## src/rtl/ovs_pkg.sv

```systemverilog
package ovs_pkg;
  // Width of the block sum for w-bit samples and up to pmax extra bits.
  function automatic int acc_width(input int w, input int pmax);
    return w + 2 * pmax;
  endfunction

  // Width of the right-aligned output word.
  function automatic int out_width(input int w, input int pmax);
    return w + pmax;
  endfunction
endpackage

```

## src/rtl/ovs_ctrl.sv

```systemverilog
module ovs_ctrl #(
  parameter int P_MAX = 3,
  parameter int PW    = 2
) (
  input  logic          clk,
  input  logic          rst_n,
  input  logic          run_i,
  input  logic          in_valid_i,
  input  logic [PW-1:0] p_sel_i,
  output logic          take_o,
  output logic          first_o,
  output logic          last_o,
  output logic [PW-1:0] p_eff_o
);
  localparam int CW = 2 * P_MAX;

  logic [CW-1:0] cnt_q, cnt_d;
  logic [PW-1:0] p_q, p_d;
  logic [PW-1:0] p_req;
  logic [CW-1:0] lim;

  // Clamp requests beyond P_MAX only when the select width can encode them.
  generate
    if ((1 << PW) > (P_MAX + 1)) begin : g_clamp
      assign p_req = (int'(p_sel_i) > P_MAX) ? PW'(P_MAX) : p_sel_i;
    end else begin : g_noclamp
      assign p_req = p_sel_i;
    end
  endgenerate

  always_comb begin
    take_o  = run_i & in_valid_i;
    first_o = (cnt_q == '0);
    p_eff_o = first_o ? p_req : p_q;
    lim     = {CW{1'b1}} >> (2 * (P_MAX - int'(p_eff_o)));
    last_o  = (cnt_q == lim);
  end

  always_comb begin
    cnt_d = cnt_q;
    p_d   = p_q;
    if (!run_i) begin
      cnt_d = '0;
    end else if (take_o) begin
      cnt_d = last_o ? '0 : cnt_q + CW'(1);
      if (first_o) p_d = p_req;
    end
  end

  always_ff @(posedge clk or negedge rst_n) begin
    if (!rst_n) begin
      cnt_q <= '0;
      p_q   <= '0;
    end else begin
      cnt_q <= cnt_d;
      p_q   <= p_d;
    end
  end
endmodule

```

## src/rtl/ovs_accum.sv

```systemverilog
module ovs_accum
  import ovs_pkg::*;
#(
  parameter int SAMPLE_W = 12,
  parameter int P_MAX    = 3,
  parameter int PW       = 2
) (
  input  logic                        clk,
  input  logic                        rst_n,
  input  logic                        take_i,
  input  logic                        first_i,
  input  logic                        last_i,
  input  logic [PW-1:0]               p_eff_i,
  input  logic [SAMPLE_W-1:0]         in_data_i,
  output logic                        out_valid_o,
  output logic [SAMPLE_W+P_MAX-1:0]   out_data_o,
  output logic [PW-1:0]               out_p_o
);
  localparam int ACC_W = acc_width(SAMPLE_W, P_MAX);
  localparam int OUT_W = out_width(SAMPLE_W, P_MAX);

  logic [ACC_W-1:0] acc_q, acc_d, sum_full;
  logic [OUT_W-1:0] dat_d;
  logic [PW-1:0]    p_d;
  logic             vld_d;

  always_comb begin
    // A block's first sample replaces whatever the accumulator holds.
    sum_full = (first_i ? '0 : acc_q) + ACC_W'(in_data_i);
    acc_d    = take_i ? sum_full : acc_q;
    vld_d    = take_i & last_i;
    dat_d    = vld_d ? OUT_W'(sum_full >> p_eff_i) : out_data_o;
    p_d      = vld_d ? p_eff_i : out_p_o;
  end

  always_ff @(posedge clk or negedge rst_n) begin
    if (!rst_n) begin
      acc_q       <= '0;
      out_valid_o <= 1'b0;
      out_data_o  <= '0;
      out_p_o     <= '0;
    end else begin
      acc_q       <= acc_d;
      out_valid_o <= vld_d;
      out_data_o  <= dat_d;
      out_p_o     <= p_d;
    end
  end
endmodule

```

## src/rtl/ovs_decimator.sv

```systemverilog
module ovs_decimator
  import ovs_pkg::*;
#(
  parameter  int SAMPLE_W = 12,
  parameter  int P_MAX    = 3,
  localparam int PW       = $clog2(P_MAX + 1),
  localparam int OUT_W    = out_width(SAMPLE_W, P_MAX)
) (
  input  logic                clk,
  input  logic                rst_n,
  input  logic                run_i,
  input  logic [PW-1:0]       p_sel_i,
  input  logic                in_valid_i,
  input  logic [SAMPLE_W-1:0] in_data_i,
  output logic                out_valid_o,
  output logic [OUT_W-1:0]    out_data_o,
  output logic [PW-1:0]       out_p_o
);
  logic          take;
  logic          blk_first;
  logic          blk_last;
  logic [PW-1:0] p_eff;

  ovs_ctrl #(.P_MAX(P_MAX), .PW(PW)) u_ctrl (
    .clk        (clk),
    .rst_n      (rst_n),
    .run_i      (run_i),
    .in_valid_i (in_valid_i),
    .p_sel_i    (p_sel_i),
    .take_o     (take),
    .first_o    (blk_first),
    .last_o     (blk_last),
    .p_eff_o    (p_eff)
  );

  ovs_accum #(.SAMPLE_W(SAMPLE_W), .P_MAX(P_MAX), .PW(PW)) u_accum (
    .clk         (clk),
    .rst_n       (rst_n),
    .take_i      (take),
    .first_i     (blk_first),
    .last_i      (blk_last),
    .p_eff_i     (p_eff),
    .in_data_i   (in_data_i),
    .out_valid_o (out_valid_o),
    .out_data_o  (out_data_o),
    .out_p_o     (out_p_o)
  );
endmodule

```

## config.mk

```make
export PLATFORM = sky130hd
export DESIGN_NAME = ovs_decimator
export DESIGN_NICKNAME = d
export VERILOG_FILES = /design/src/rtl/ovs_pkg.sv /design/src/rtl/ovs_ctrl.sv /design/src/rtl/ovs_accum.sv /design/src/rtl/ovs_decimator.sv
export SDC_FILE = /design/constraint.sdc
export NUM_CORES = 1
export LEC_CHECK = 0
export BUFFER_PORTS_ARGS = -buffer_cell sky130_fd_sc_hd__clkbuf_2
export CAP_MARGIN = 20
export CORE_MARGIN = 2
export CORE_UTILIZATION = 59
export DETAILED_ROUTE_END_ITERATION = 8
export PLACE_DENSITY = 0.8
export SLEW_MARGIN = 20
export SYNTH_ARGS = -nofsm -noshare
export SYNTH_HDL_FRONTEND = slang
export SYNTH_SLANG_ARGS = --single-unit
```

## constraint.sdc

```tcl
create_clock -name clk -period 4.9 [get_ports clk]
set_input_delay 0.735 -clock clk [delete_from_list [all_inputs] [get_ports clk]]
set_output_delay 0.735 -clock clk [all_outputs]
set_load 0.05 [all_outputs]
```

==> metrics.txt <==
# TYPE chip_impl_metric gauge
chip_impl_metric{name="syn-mean-instance-area",unit="um2"} 8.58
chip_impl_metric{name="post_cts_buffers",unit=""} 0
chip_impl_metric{name="final.setup_skew",unit="ps"} 12.6
chip_impl_info{name="cts_tree",value="built"} 1
chip_impl_metric{name="finish.net_count",unit=""} 419
chip_impl_metric{name="initial_utilization",unit="%"} 60.8
chip_impl_metric{name="max_clock_freq",unit="GHz"} 0.246
chip_impl_metric{name="grt_start_max_net_pins",unit=""} 45
chip_impl_metric{name="cellPowerDensity",unit="nW/um2"} 477
chip_impl_metric{name="drc_errors",unit=""} 0
chip_impl_metric{name="worstPathMaxFanout",unit=""} 25
chip_impl_metric{name="die-height",unit="um"} 76.6
chip_impl_metric{name="max-vdd-ir-drop",unit="V"} 0.000397
chip_impl_metric{name="cts_hold_repair.buffers",unit=""} 0
chip_impl_metric{name="timing.reg2reg.worst_path_depth",unit=""} 15
chip_impl_metric{name="synth_mux_area_share",unit="%"} 4.35
chip_impl_metric{name="antenna_violations_before_repair",unit=""} 0
chip_impl_metric{name="cts_resized",unit=""} 0
chip_impl_metric{name="post_synth_fa_ha_maj_area_fraction",unit="%"} 6.28
chip_impl_metric{name="postSynthCellCount",unit=""} 362
chip_impl_metric{name="worst-endpoint-required",unit="ps"} 5100
chip_impl_metric{name="synthToLayoutAreaGrowth",unit="%"} 9.18
chip_impl_info{name="worst_path_max_delay_cell",value="sky130_fd_sc_hd__dfrtp_1"} 1
chip_impl_metric{name="number_of_buffers_created_by_cts",unit=""} 5
chip_impl_info{name="outcome",value="finished clean"} 1
chip_impl_metric{name="finalHoldViolCount",unit=""} 0
chip_impl_metric{name="synth-compound-area-share",unit="%"} 20.1
chip_impl_metric{name="synth_simple_gate_area_share",unit="%"} 24.7
chip_impl_metric{name="initialDrtViolationCount",unit=""} 237
chip_impl_info{name="synth_top_family_by_area",value="simple AND/OR/NAND/NOR gates"} 1
chip_impl_metric{name="postSynthRegisterBits",unit=""} 44
chip_impl_metric{name="setup_tns_final",unit="ps"} 0
chip_impl_metric{name="route.detailed.wl_per_inst",unit="um"} 15.3
chip_impl_info{name="cts_root_buffer",value="sky130_fd_sc_hd__clkbuf_8"} 1
chip_impl_info{name="worstSetupEndpointType",value="flop"} 1
chip_impl_metric{name="post-route-min-period",unit="ps"} 4060
chip_impl_metric{name="clockBufferDepth",unit=""} 2
chip_impl_info{name="critical_path.reg2reg.startpoint",value="u_ctrl.cnt_q[0]"} 1
chip_impl_metric{name="num-fill-cells",unit=""} 451
chip_impl_metric{name="timing_max_transition_violations_final",unit=""} 0
chip_impl_metric{name="drt-pass1-iter-count",unit=""} 4
chip_impl_metric{name="timing_worst_slew_pin_value",unit="ps"} 960
chip_impl_metric{name="critPathBufInv",unit=""} 2
chip_impl_metric{name="power.leakage",unit="nW"} 1.61
chip_impl_metric{name="boundaryPins",unit=""} 36
chip_impl_metric{name="synth_async_sr_flop_share",unit="%"} 100
chip_impl_metric{name="arrival",unit="ps"} 4260
chip_impl_metric{name="critical-path-max-stage-delay",unit="ps"} 510
chip_impl_metric{name="maxCapViolCount",unit=""} 0
chip_impl_metric{name="synth_xor_area_share",unit="%"} 4.51
chip_impl_info{name="worst_hold_path_type",value="primary input to async pin"} 1
chip_impl_metric{name="yosys_warnings",unit=""} 0
chip_impl_info{name="worst_path_dominant_cell_family",value="compound AO/OA/AOI/OAI gates"} 1
chip_impl_metric{name="gr-usage-all-layers",unit="%"} 25.5
chip_impl_info{name="cp_cell_sequence",value="inv_1 -> ha_1 -> nand2_2 -> and2_1 -> ha_1 -> inv_1 -> fa_1 -> nor2b_1 -> o21bai_1 -> a211oi_1 -> o211ai_1 -> nor3b_1 -> a2111oi_2 -> o221ai_1 -> o21a_1"} 1
chip_impl_info{name="startpoint_type",value="flop"} 1
chip_impl_metric{name="netlist-cell-type-count",unit=""} 60
chip_impl_metric{name="synth_enable_flop_cells",unit=""} 0
chip_impl_metric{name="r2r_slack",unit="ps"} 840
chip_impl_info{name="setup_repair_after_global_routing_missed_its_margin",value="false"} 1
chip_impl_metric{name="worstSkewPairLatency",unit="ps"} 300
chip_impl_metric{name="drt-total-wl",unit="mm"} 6.99
chip_impl_metric{name="globalplace.congestion",unit=""} 0.957
chip_impl_metric{name="grt_first_pass_wirelength",unit="mm"} 12.2
chip_impl_metric{name="vias",unit=""} 2758
chip_impl_metric{name="seq_area",unit="um2"} 1100
chip_impl_metric{name="vias_in_the_first_global_route",unit=""} 2729
chip_impl_metric{name="fraction_of_the_yosys_area_taken_by_sequential_cells",unit="%"} 35.4
chip_impl_metric{name="grt_overflow",unit=""} 0
chip_impl_metric{name="routed_via_density",unit=""} 6.04
chip_impl_info{name="mostFrequentLayoutCell",value="sky130_fd_sc_hd__nand2_1"} 1
chip_impl_metric{name="post_route_fraction_of_the_period_consumed_by_the_critical_path",unit="%"} 82.8
chip_impl_metric{name="die-area",unit="um2"} 5860
chip_impl_metric{name="antenna_left",unit=""} 0
chip_impl_metric{name="detailed_place_hpwl",unit="mm"} 5.03
chip_impl_info{name="path_class",value="flop to flop"} 1
chip_impl_metric{name="multi_input_area",unit="um2"} 1860
chip_impl_info{name="layout_common_cells",value="66 x sky130_fd_sc_hd__nand2_1, 44 x sky130_fd_sc_hd__dfrtp_1, 34 x sky130_fd_sc_hd__clkbuf_2, 24 x sky130_fd_sc_hd__o21ai_0"} 1
chip_impl_info{name="synthFlopType",value="sky130_fd_sc_hd__dfrtp_1"} 1
chip_impl_metric{name="path_clk_slew",unit="ps"} 90
chip_impl_metric{name="dieWidth",unit="um"} 76.6
chip_impl_metric{name="postSynthNetCount",unit=""} 395
chip_impl_metric{name="cts.sink_count",unit=""} 44
chip_impl_metric{name="layout-drive-gt1-share",unit="%"} 16.8
chip_impl_metric{name="coreArea",unit="um2"} 5110
chip_impl_metric{name="portBuffers",unit=""} 35
chip_impl_metric{name="post_synthesis_cell_area",unit="um2"} 3110
chip_impl_metric{name="cts.htree.levels",unit=""} 2
chip_impl_metric{name="setup_viol",unit=""} 0
chip_impl_metric{name="floorplan.rows",unit=""} 26
chip_impl_metric{name="relSlewSlack",unit="%"} 34.2
chip_impl_metric{name="power.total",unit="W"} 0.00162
chip_impl_info{name="critical_path.reg2reg.endpoint",value="u_accum.out_data_o[12]"} 1
chip_impl_metric{name="antennaDiodeCount",unit=""} 0
worst register-to-register path: cells and delay by family, from the launching register on:
family / cells / cell delay (ps)
flops: 1 / 510
compound gates: 6 / 1470
simple gates: 4 / 1000
fa+ha+maj: 3 / 830
buf+inv: 2 / 130
area by class of cell:
type	count	share of cell area, %
Inverter	10	1.25
Clock buffer	6	2.43
Tap cell	70	2.58
Sequential cell	44	32.5
Multi-Input combinational cell	290	54.9
Timing Repair Buffer	35	5.24
Clock inverter	2	1.14
metal layers:
| layer | up-vias | global-route usage [%] | part of all wire [%] |
|---|---|---|---|
| met3 | 23 | 3.79 | 4.5 |
| li1 | 1329 | - | - |
| met5 | - | 0 | 0 |
| met1 | 1313 | 31.7 | 44 |
| met2 | 93 | 43.5 | 49 |
| met4 | 0 | 12.4 | 3.2 |
kinds of logic (layout without fill, tap and decap cells):
kind of cell,after synthesis,in the layout
compound gates,90,90
xor+xnor,16,16
fa+ha+maj,15,15
buf+inv,28,53
flops,44,44
mux,13,13
simple gates,156,156
how the worst max path moves through the flow:
stage          cells past startpoint  slack, ps                     end       startpoint
5_1_grt                           15        510  u_accum.out_data_o[12]  u_ctrl.cnt_q[0]
2_1_floorplan                     17       1310  u_accum.out_data_o[12]  u_ctrl.cnt_q[0]
3_5_place_dp                      15        930  u_accum.out_data_o[12]  u_ctrl.cnt_q[0]
6_report                          15        840  u_accum.out_data_o[12]  u_ctrl.cnt_q[0]
3_3_place_gp                      12       1070  u_accum.out_data_o[12]  u_ctrl.cnt_q[3]
4_1_cts                           15        880  u_accum.out_data_o[12]  u_ctrl.cnt_q[0]
Yosys cell counts (all sizes together), types with 6 or more instances:
| master | number | area (um2) |
|---|---|---|
| a21oi | 19 | 103 |
| and2 | 17 | 109 |
| and3 | 7 | 43.8 |
| buf | 10 | 71.3 |
| clkbuf | 8 | 30.0 |
| dfrtp | 44 | 1100 |
| ha | 14 | 175 |
| inv | 10 | 42.5 |
| mux2i | 9 | 90.1 |
| nand2 | 67 | 254 |
| nand3 | 19 | 95.1 |
| nor2 | 20 | 77.6 |
| o211ai | 6 | 50.1 |
| o21ai | 25 | 125 |
| xnor2 | 11 | 96.3 |
where the power goes:
part	internal (W)	switching [W]	leakage, nW	total [W]
Sequential	0.000468	0.0000668	0.557	0.000535
Combinational	0.000239	0.000543	0.996	0.000782
Clock	0.000167	0.000135	0.0614	0.000302
through the flow:
stage / hold WS (ps) / instance area, um2 / instances / util (%) / setup WS, ps
2_1_floorplan: 437 / 3110 / 362 / - / 1310
3_3_place_gp: 450 / 3270 / 449 / 64.0 / 1070
3_5_place_dp: 459 / 3270 / 449 / 64.0 / 935
4_1_cts: 481 / 3390 / 457 / 66.4 / 883
5_1_grt: 460 / 3390 / 457 / 66.4 / 511
6_report: 389 / 3390 / 457 / 66.4 / 843
sequential cells by signal (all words and copies together) (netlist names):
signal,cells
u_accum.acc_q,18
u_accum.out_data_o,15
u_ctrl.cnt_q,6
u_accum.out_p_o,2
u_ctrl.p_q,2
u_accum.out_valid_o,1
Note: power is estimated with default switching activity, not from simulation.
